===== src/rtl/bh_pkg.sv =====
`timescale 1ns/1ps
package bh_pkg;
    localparam int BH_REG_W = 5;
    localparam int BH_NSRC  = 2;

    typedef struct packed {
        logic fwd_a;
        logic fwd_b;
        logic pc_we;
        logic ifid_we;
        logic idex_bubble;
        logic if_flush;
    } bh_ctl_t;
endpackage


===== src/rtl/bh_src_match.sv =====
`timescale 1ns/1ps
// One producer/consumer register comparison with the register-0 guard.
module bh_src_match #(
    parameter int REG_W = bh_pkg::BH_REG_W
) (
    input  logic [REG_W-1:0] dst,
    input  logic             dst_wr,
    input  logic [REG_W-1:0] src,
    output logic             hit
);
    always_comb begin
        hit = dst_wr && (dst != '0) && (dst == src);
    end
endmodule


===== src/rtl/bh_fwd_sel.sv =====
`timescale 1ns/1ps
// Comparator forwarding selects, one per branch source operand.
module bh_fwd_sel #(
    parameter int REG_W = bh_pkg::BH_REG_W,
    parameter int NSRC  = bh_pkg::BH_NSRC
) (
    input  logic [NSRC-1:0][REG_W-1:0] srcs,
    input  logic                       branch,
    input  logic [REG_W-1:0]           mem_rd,
    input  logic                       mem_wr,
    input  logic                       mem_load,
    output logic [NSRC-1:0]            sel
);
    logic [NSRC-1:0] mem_hit;

    for (genvar g = 0; g < NSRC; g++) begin : g_src
        bh_src_match #(.REG_W(REG_W)) u_match (
            .dst    (mem_rd),
            .dst_wr (mem_wr),
            .src    (srcs[g]),
            .hit    (mem_hit[g])
        );
    end

    always_comb begin
        // a load's data is not in EX/MEM yet, so it is never forwarded here
        sel = (branch && !mem_load) ? mem_hit : '0;
    end

    always_comb begin
        for (int i = 0; i < NSRC; i++) begin

            fwd_src_nonzero_chk: assert (!sel[i] || srcs[i] != '0);
        end
    end
endmodule


===== src/rtl/bh_stall_det.sv =====
`timescale 1ns/1ps
// Decides whether the branch in decode must wait one more cycle.
module bh_stall_det #(
    parameter int REG_W = bh_pkg::BH_REG_W,
    parameter int NSRC  = bh_pkg::BH_NSRC
) (
    input  logic [NSRC-1:0][REG_W-1:0] srcs,
    input  logic                       branch,
    input  logic [REG_W-1:0]           ex_rd,
    input  logic                       ex_wr,
    input  logic [REG_W-1:0]           mem_rd,
    input  logic                       mem_wr,
    input  logic                       mem_load,
    output logic                       stall
);
    logic [NSRC-1:0] ex_hit;
    logic [NSRC-1:0] mem_hit;

    for (genvar g = 0; g < NSRC; g++) begin : g_src
        bh_src_match #(.REG_W(REG_W)) u_ex_match (
            .dst    (ex_rd),
            .dst_wr (ex_wr),
            .src    (srcs[g]),
            .hit    (ex_hit[g])
        );
        bh_src_match #(.REG_W(REG_W)) u_mem_match (
            .dst    (mem_rd),
            .dst_wr (mem_wr),
            .src    (srcs[g]),
            .hit    (mem_hit[g])
        );
    end

    always_comb begin
        stall = branch && ((|ex_hit) || (mem_load && (|mem_hit)));
    end

    always_comb begin

        stall_needs_branch_chk: assert (!stall || branch);
    end
endmodule


===== src/rtl/bh_hazard_unit.sv =====
`timescale 1ns/1ps
module bh_hazard_unit #(
    parameter int REG_W = bh_pkg::BH_REG_W
) (
    input  logic [REG_W-1:0] id_rs,
    input  logic [REG_W-1:0] id_rt,
    input  logic             id_branch,
    input  logic             id_jump,
    input  logic             id_taken,
    input  logic [REG_W-1:0] ex_rd,
    input  logic             ex_wr,
    input  logic [REG_W-1:0] mem_rd,
    input  logic             mem_wr,
    input  logic             mem_load,
    output logic             fwd_a,
    output logic             fwd_b,
    output logic             pc_we,
    output logic             ifid_we,
    output logic             idex_bubble,
    output logic             if_flush
);
    import bh_pkg::*;

    localparam int NSRC = BH_NSRC;

    logic [NSRC-1:0][REG_W-1:0] srcs;
    logic [NSRC-1:0]            fwd_sel;
    logic                       stall;
    bh_ctl_t                    ctl_d;

    always_comb begin
        srcs[0] = id_rs;
        srcs[1] = id_rt;
    end

    bh_fwd_sel #(.REG_W(REG_W), .NSRC(NSRC)) u_fwd (
        .srcs     (srcs),
        .branch   (id_branch),
        .mem_rd   (mem_rd),
        .mem_wr   (mem_wr),
        .mem_load (mem_load),
        .sel      (fwd_sel)
    );

    bh_stall_det #(.REG_W(REG_W), .NSRC(NSRC)) u_stall (
        .srcs     (srcs),
        .branch   (id_branch),
        .ex_rd    (ex_rd),
        .ex_wr    (ex_wr),
        .mem_rd   (mem_rd),
        .mem_wr   (mem_wr),
        .mem_load (mem_load),
        .stall    (stall)
    );

    always_comb begin
        ctl_d             = '0;
        ctl_d.fwd_a       = fwd_sel[0];
        ctl_d.fwd_b       = fwd_sel[1];
        ctl_d.pc_we       = !stall;
        ctl_d.ifid_we     = !stall;
        ctl_d.idex_bubble = stall;
        // an unresolved branch cannot squash; a jump never waits
        ctl_d.if_flush    = !stall && ((id_branch && id_taken) || id_jump);
    end

    assign fwd_a       = ctl_d.fwd_a;
    assign fwd_b       = ctl_d.fwd_b;
    assign pc_we       = ctl_d.pc_we;
    assign ifid_we     = ctl_d.ifid_we;
    assign idex_bubble = ctl_d.idex_bubble;
    assign if_flush    = ctl_d.if_flush;

    always_comb begin

        flush_not_in_stall_chk: assert (!(if_flush && !pc_we));

        fwd_needs_branch_chk: assert (!(fwd_a || fwd_b) || id_branch);

        zero_dst_no_fwd_chk: assert (mem_rd != '0 || !(fwd_a || fwd_b));

        jump_no_stall_chk: assert (!(id_jump && !id_branch) || pc_we);
    end
endmodule


===== config.mk =====
export PLATFORM = sky130hd
export DESIGN_NAME = bh_hazard_unit
export DESIGN_NICKNAME = d
export VERILOG_FILES = /design/src/rtl/bh_pkg.sv /design/src/rtl/bh_src_match.sv /design/src/rtl/bh_fwd_sel.sv /design/src/rtl/bh_stall_det.sv /design/src/rtl/bh_hazard_unit.sv
export SDC_FILE = /design/constraint.sdc
export NUM_CORES = 1
export LEC_CHECK = 0
export ABC_AREA = 1
export CAP_MARGIN = 20
export CORE_AREA = 2 2 39 41
export DETAILED_ROUTE_END_ITERATION = 16
export DIE_AREA = 0 0 41 43
export PLACE_DENSITY_LB_ADDON = 0.1
export SLEW_MARGIN = 20
export SYNTH_ARGS = -nofsm -noshare
export SYNTH_HDL_FRONTEND = slang
export SYNTH_SLANG_ARGS = --single-unit

===== constraint.sdc =====
create_clock -name vclk -period 1.6
set_clock_uncertainty 0.1 [all_clocks]
set_input_delay 0.32 -clock vclk [all_inputs]
set_output_delay 0.32 -clock vclk [all_outputs]
set_load 0.1 [all_outputs]

# [Word level (Yosys, flattened, before mapping)]
# Cells that the tools add are included.
[op_classes] add_sub_neg=0 n_mul=0 div_mod_pow=0 n_lt_le_gt_ge=0 eq_ne=4 n_shift=0 muxes=1 bitwise_logic=0 n_reduce_logical=19
[op_table] operator="equality test 5 bit" n=4
[op_table] operator="logical AND 1 bit" n=11
[op_table] operator="nonzero test 5 bit" n=2
[op_table] operator="OR reduction 2 bit" n=2
[op_table] operator="zero test 1 bit" n=2
[op_table] operator="logical OR 1 bit" n=2
[op_table] operator="2-to-1 mux 2 bit" n=1
[totals] ff_bits=0 latch_bits=0 ramBits=0 mem_bits_ro=0 output_inout_bits=6 elab_cells=24 mem_count=0

# [Logic depth before layout (Yosys ltp)]
[depth] word_depth=9 mapped_depth=11

# [Cells and area by module]
# From an unflattened synthesis, not the netlist that was laid out.
[hier_totals] hier_cells=189 hier_area_um2=765.7
[by_module_without_submodules] module="bh_src_match" n_inst=6 cells_per_inst=29 area_per_inst_um2=116.4 seq_area_each_um2=0.0
[by_module_without_submodules] module="bh_hazard_unit" n_inst=1 cells_per_inst=5 area_per_inst_um2=27.5 seq_area_each_um2=0.0
[by_module_without_submodules] module="bh_fwd_sel" n_inst=1 cells_per_inst=6 area_per_inst_um2=22.5 seq_area_each_um2=0.0
[by_module_without_submodules] module="bh_stall_det" n_inst=1 cells_per_inst=4 area_per_inst_um2=17.5 seq_area_each_um2=0.0

# [Least setup slack after synthesis]
# Ideal clock, no wire load.
[synth_path] path_kind="input port to output port" start="input id_rs[1]" end="output fwd_a" arrival_ns=2.701 path_slack_ns=-1.521 path_stages=5 n_path_buf=0 path_cell_list="xnor2_1 > nand2_1 > nor2_1 > nand3_1 > nor3_1"
[synth_between] elab_chain_cells=3
[synth_rtl] element="from (decl)" line_no="bh_hazard_unit.sv:5" source="input logic [REG_W-1:0] id_rs,"
[synth_rtl] element="equality test 5 bit" line_no="bh_src_match.sv:12" source="hit = dst_wr && (dst != '0) && (dst == src);"
[synth_rtl] element="logical AND 1 bit" line_no="bh_src_match.sv:12"
[synth_rtl] element="2-to-1 mux 2 bit" line_no="bh_fwd_sel.sv:27" source="sel = (branch && !mem_load) ? mem_hit : '0;"
[synth_rtl] element="to (decl)" line_no="bh_hazard_unit.sv:15" source="output logic fwd_a,"
# No other way between the ends.

# [Worst setup path in the final report]
[layout_path] start="input ex_rd[1]" end="output idex_bubble"
[layout_between] elab_chain_cells=6
[layout_rtl] element="from (decl)" line_no="bh_hazard_unit.sv:10" source="input logic [REG_W-1:0] ex_rd,"
[layout_rtl] element="nonzero test 5 bit" line_no="bh_src_match.sv:12"
[layout_rtl] element="logical AND 1 bit (2 in series)" line_no="bh_src_match.sv:12"
[layout_rtl] element="OR reduction 2 bit (*)" line_no="bh_stall_det.sv:35" source="stall = branch && ((|ex_hit) || (mem_load && (|mem_hit)));"
[layout_rtl] element="logical OR 1 bit (*)" line_no="bh_stall_det.sv:35"
[layout_rtl] element="logical AND 1 bit (*)" line_no="bh_stall_det.sv:35"
[layout_rtl] element="to (decl)" line_no="bh_hazard_unit.sv:19" source="output logic idex_bubble,"
# Every way passes the cells marked *; elsewhere a longest branch is shown, timed or not.

==> impl_metrics.tcl <==
set metrics [dict create \
    grt_max_degree 4 \
    final_core_util 0.617 \
    timing.final.hold_violations 0 \
    end_kind "output port" \
    setup_viol 6 \
    fp.coreArea_mm2 0.00138 \
    critPathKind "in2out" \
    routed_wl_um 1070 \
    dp_hpwl_um 926 \
    cpPeakStageDelay_ns 0.16 \
    netlist.area_leader.share 0.351 \
    drive_gt1_frac 0.557 \
    post-route-drc-count 0 \
    die_y_um 43 \
    period_share 1.13 \
    leakagePower_nw 0.421 \
    start_util 0.252 \
    timing.critical_path.max_delay_family "simple AND/OR/NAND/NOR gates" \
    power_mw 0.229 \
    min_period_ns 1.81 \
    synth_top_cells_by_count "14 x xor2_1, 12 x nor2_1, 11 x nand2_1" \
    cpMostUsedCell "nand2_2" \
    setup_tns_ns -0.921 \
    worstHoldEndpoint "fwd_a" \
    cap_viol_max_count 0 \
    fmax_mhz 552 \
    yosys.area.top_type "xor2_1" \
    port_buffers 32 \
    topRoutingLayerUsed "met3" \
    met1_length_um 421 \
    critPathLaunchType "primary input" \
    rsz0062_at_grt "true" \
    powerDensity_mw_per_mm2 268 \
    arrival_ns 1.39 \
    ys_types 13 \
    whs_path_depth 4 \
    nets 125 \
    seq_area_frac_synth 0 \
    synth.most_common_cell "xor2_1" \
    overflow 0 \
    crit_buf_inv 3 \
    wl_met2_um 571 \
    cp.required_ns 1.18 \
    gp_congestion 0.706 \
    crit_fanout 3 \
    io_pins 32 \
    drt_first_iter_violations 1 \
    ant_nets 0 \
    stdcell_area_um2 853 \
    nFlopsAndLatches 0 \
    row_count 14 \
    num-clock-buffers 0 \
    dieArea_mm2 0.00176 \
    synth_warnings 0 \
    grt_pass1_wl_um 1790 \
    status "complete, but fails checks" \
    netlist_instances 61 \
    drt-vias-per-instance 4.35 \
    violations "negative setup slack" \
    tightestPinTransition_ns 0.237 \
    syn_area_um2 349 \
    diodes 0 \
    dpl_cell_area_um2 832 \
    track_usage 0.138 \
    dr_wl_met3_um 75 \
    wl_per_cell_um 9.45 \
    max_slew_margin 0.842 \
    grt_pass1_vias 444 \
    die_x_um 41 \
    route.vias.total 491 \
    pre_cts_ws_ns -0.624 \
    cp_cell_sequence "buf_2, xor2_1, nor2_1, nand3_1, nand2_1, nand2_2, nand2_2, nand2_4, inv_8, buf_12" \
    hp-start "id_branch" \
    antenna_found_initial 0 \
    syn-num-nets 87 \
    vdd_drop_max_mv 0.112 \
    setup_ws_ns -0.210 \
    ff_latch_area_um2 0 \
    synth_area_per_cell_um2 5.72 \
    first_pass_iters 2 \
    final_max_slew_viol_count 0 \
    syn_to_final_growth_pct 144 \
    min_path_type "in2out" \
    worst_path_max_delay_cell "buf_12" \
    netlist_top_cells_area "xor2_1 35%, nor2_1 13%, xnor2_1 13%, nand2_1 12%, nand3_1 7.2%" \
]
## kinds of logic after synthesis
| group | after synthesis | share of synthesized area |
|---|---|---|
| buffers and inverters | 7 | 0.0860 |
| and+or+nand+nor | 32 | 0.383 |
| AOI/OAI and AO/OA | 3 | 0.0537 |
| xor gates and xnor gates | 19 | 0.477 |
## how the worst max path moves through the flow
stage | from | endpoint | slack, ns | cells past startpoint
global route | id_rs[1] | idex_bubble | -0.32 | 11
finish | ex_rd[1] | idex_bubble | -0.21 | 10
detailed placement | mem_rd[2] | idex_bubble | -0.62 | 12
CTS | mem_rd[1] | idex_bubble | -0.23 | 11
floorplan | id_rs[1] | fwd_a | -0.27 | 5
global placement | mem_rd[0] | idex_bubble | -0.62 | 11
## cell type report
| cell class | instances | area (um2) |
|---|---|---|
| timing repair buffer | 37 | 388 |
| fill | 130 | 531 |
| tap | 16 | 20.0 |
| inverter | 6 | 30.0 |
| multi-input combinational | 54 | 415 |
## where the power goes
group          internal, mW  leakage, nW  switching, mW
clock network             0            0              0
logic                 0.113        0.421          0.116
registers                 0            0              0
## layout by cell type (no fill, tap or decap)
cell,n
xor2_1,14
buf_2,10
nand2_1,9
nor2_1,8
buf_6,7
buf_12,6
buf_4,5
inv_2,4
xnor2_2,3
nor2_2,3
nand3_2,3
nand2_2,3
buf_8,3
clkdlybuf4s50_1,3
dlygate4sd2_1,3
xnor2_1,2
nor3_4,2
nand3_1,2
nor2_4,1
o21ai_2,1
inv_1,1
nand2_4,1
inv_8,1
a21oi_1,1
a21oi_4,1
## layer usage
layer | vias to the layer above | global-route usage
met5 | - | 0
met2 | 19 | 0.234
met4 | 0 | 0
met3 | 0 | 0
li1 | 258 | -
met1 | 214 | 0.199
## metrics by stage
stage / std cells / hold WS (ns)
floorplan: 61 / 0.647
global placement: 113 / 1.37
detailed placement: 113 / 1.36
CTS: 113 / 1.13
global route: 113 / 1.15
finish: 113 / 1.12
## repair_timing
| action | in CTS | in global routing |
|---|---|---|
| hold buffers | 0 | 0 |
| setup buffers | 0 | 0 |
| gates resized for setup | 103 | 17 |
| setup endpoints to repair | 6 | 6 |
| pin swaps | 27 | 18 |
No activity file was read; power rests on OpenSTA's default activity.
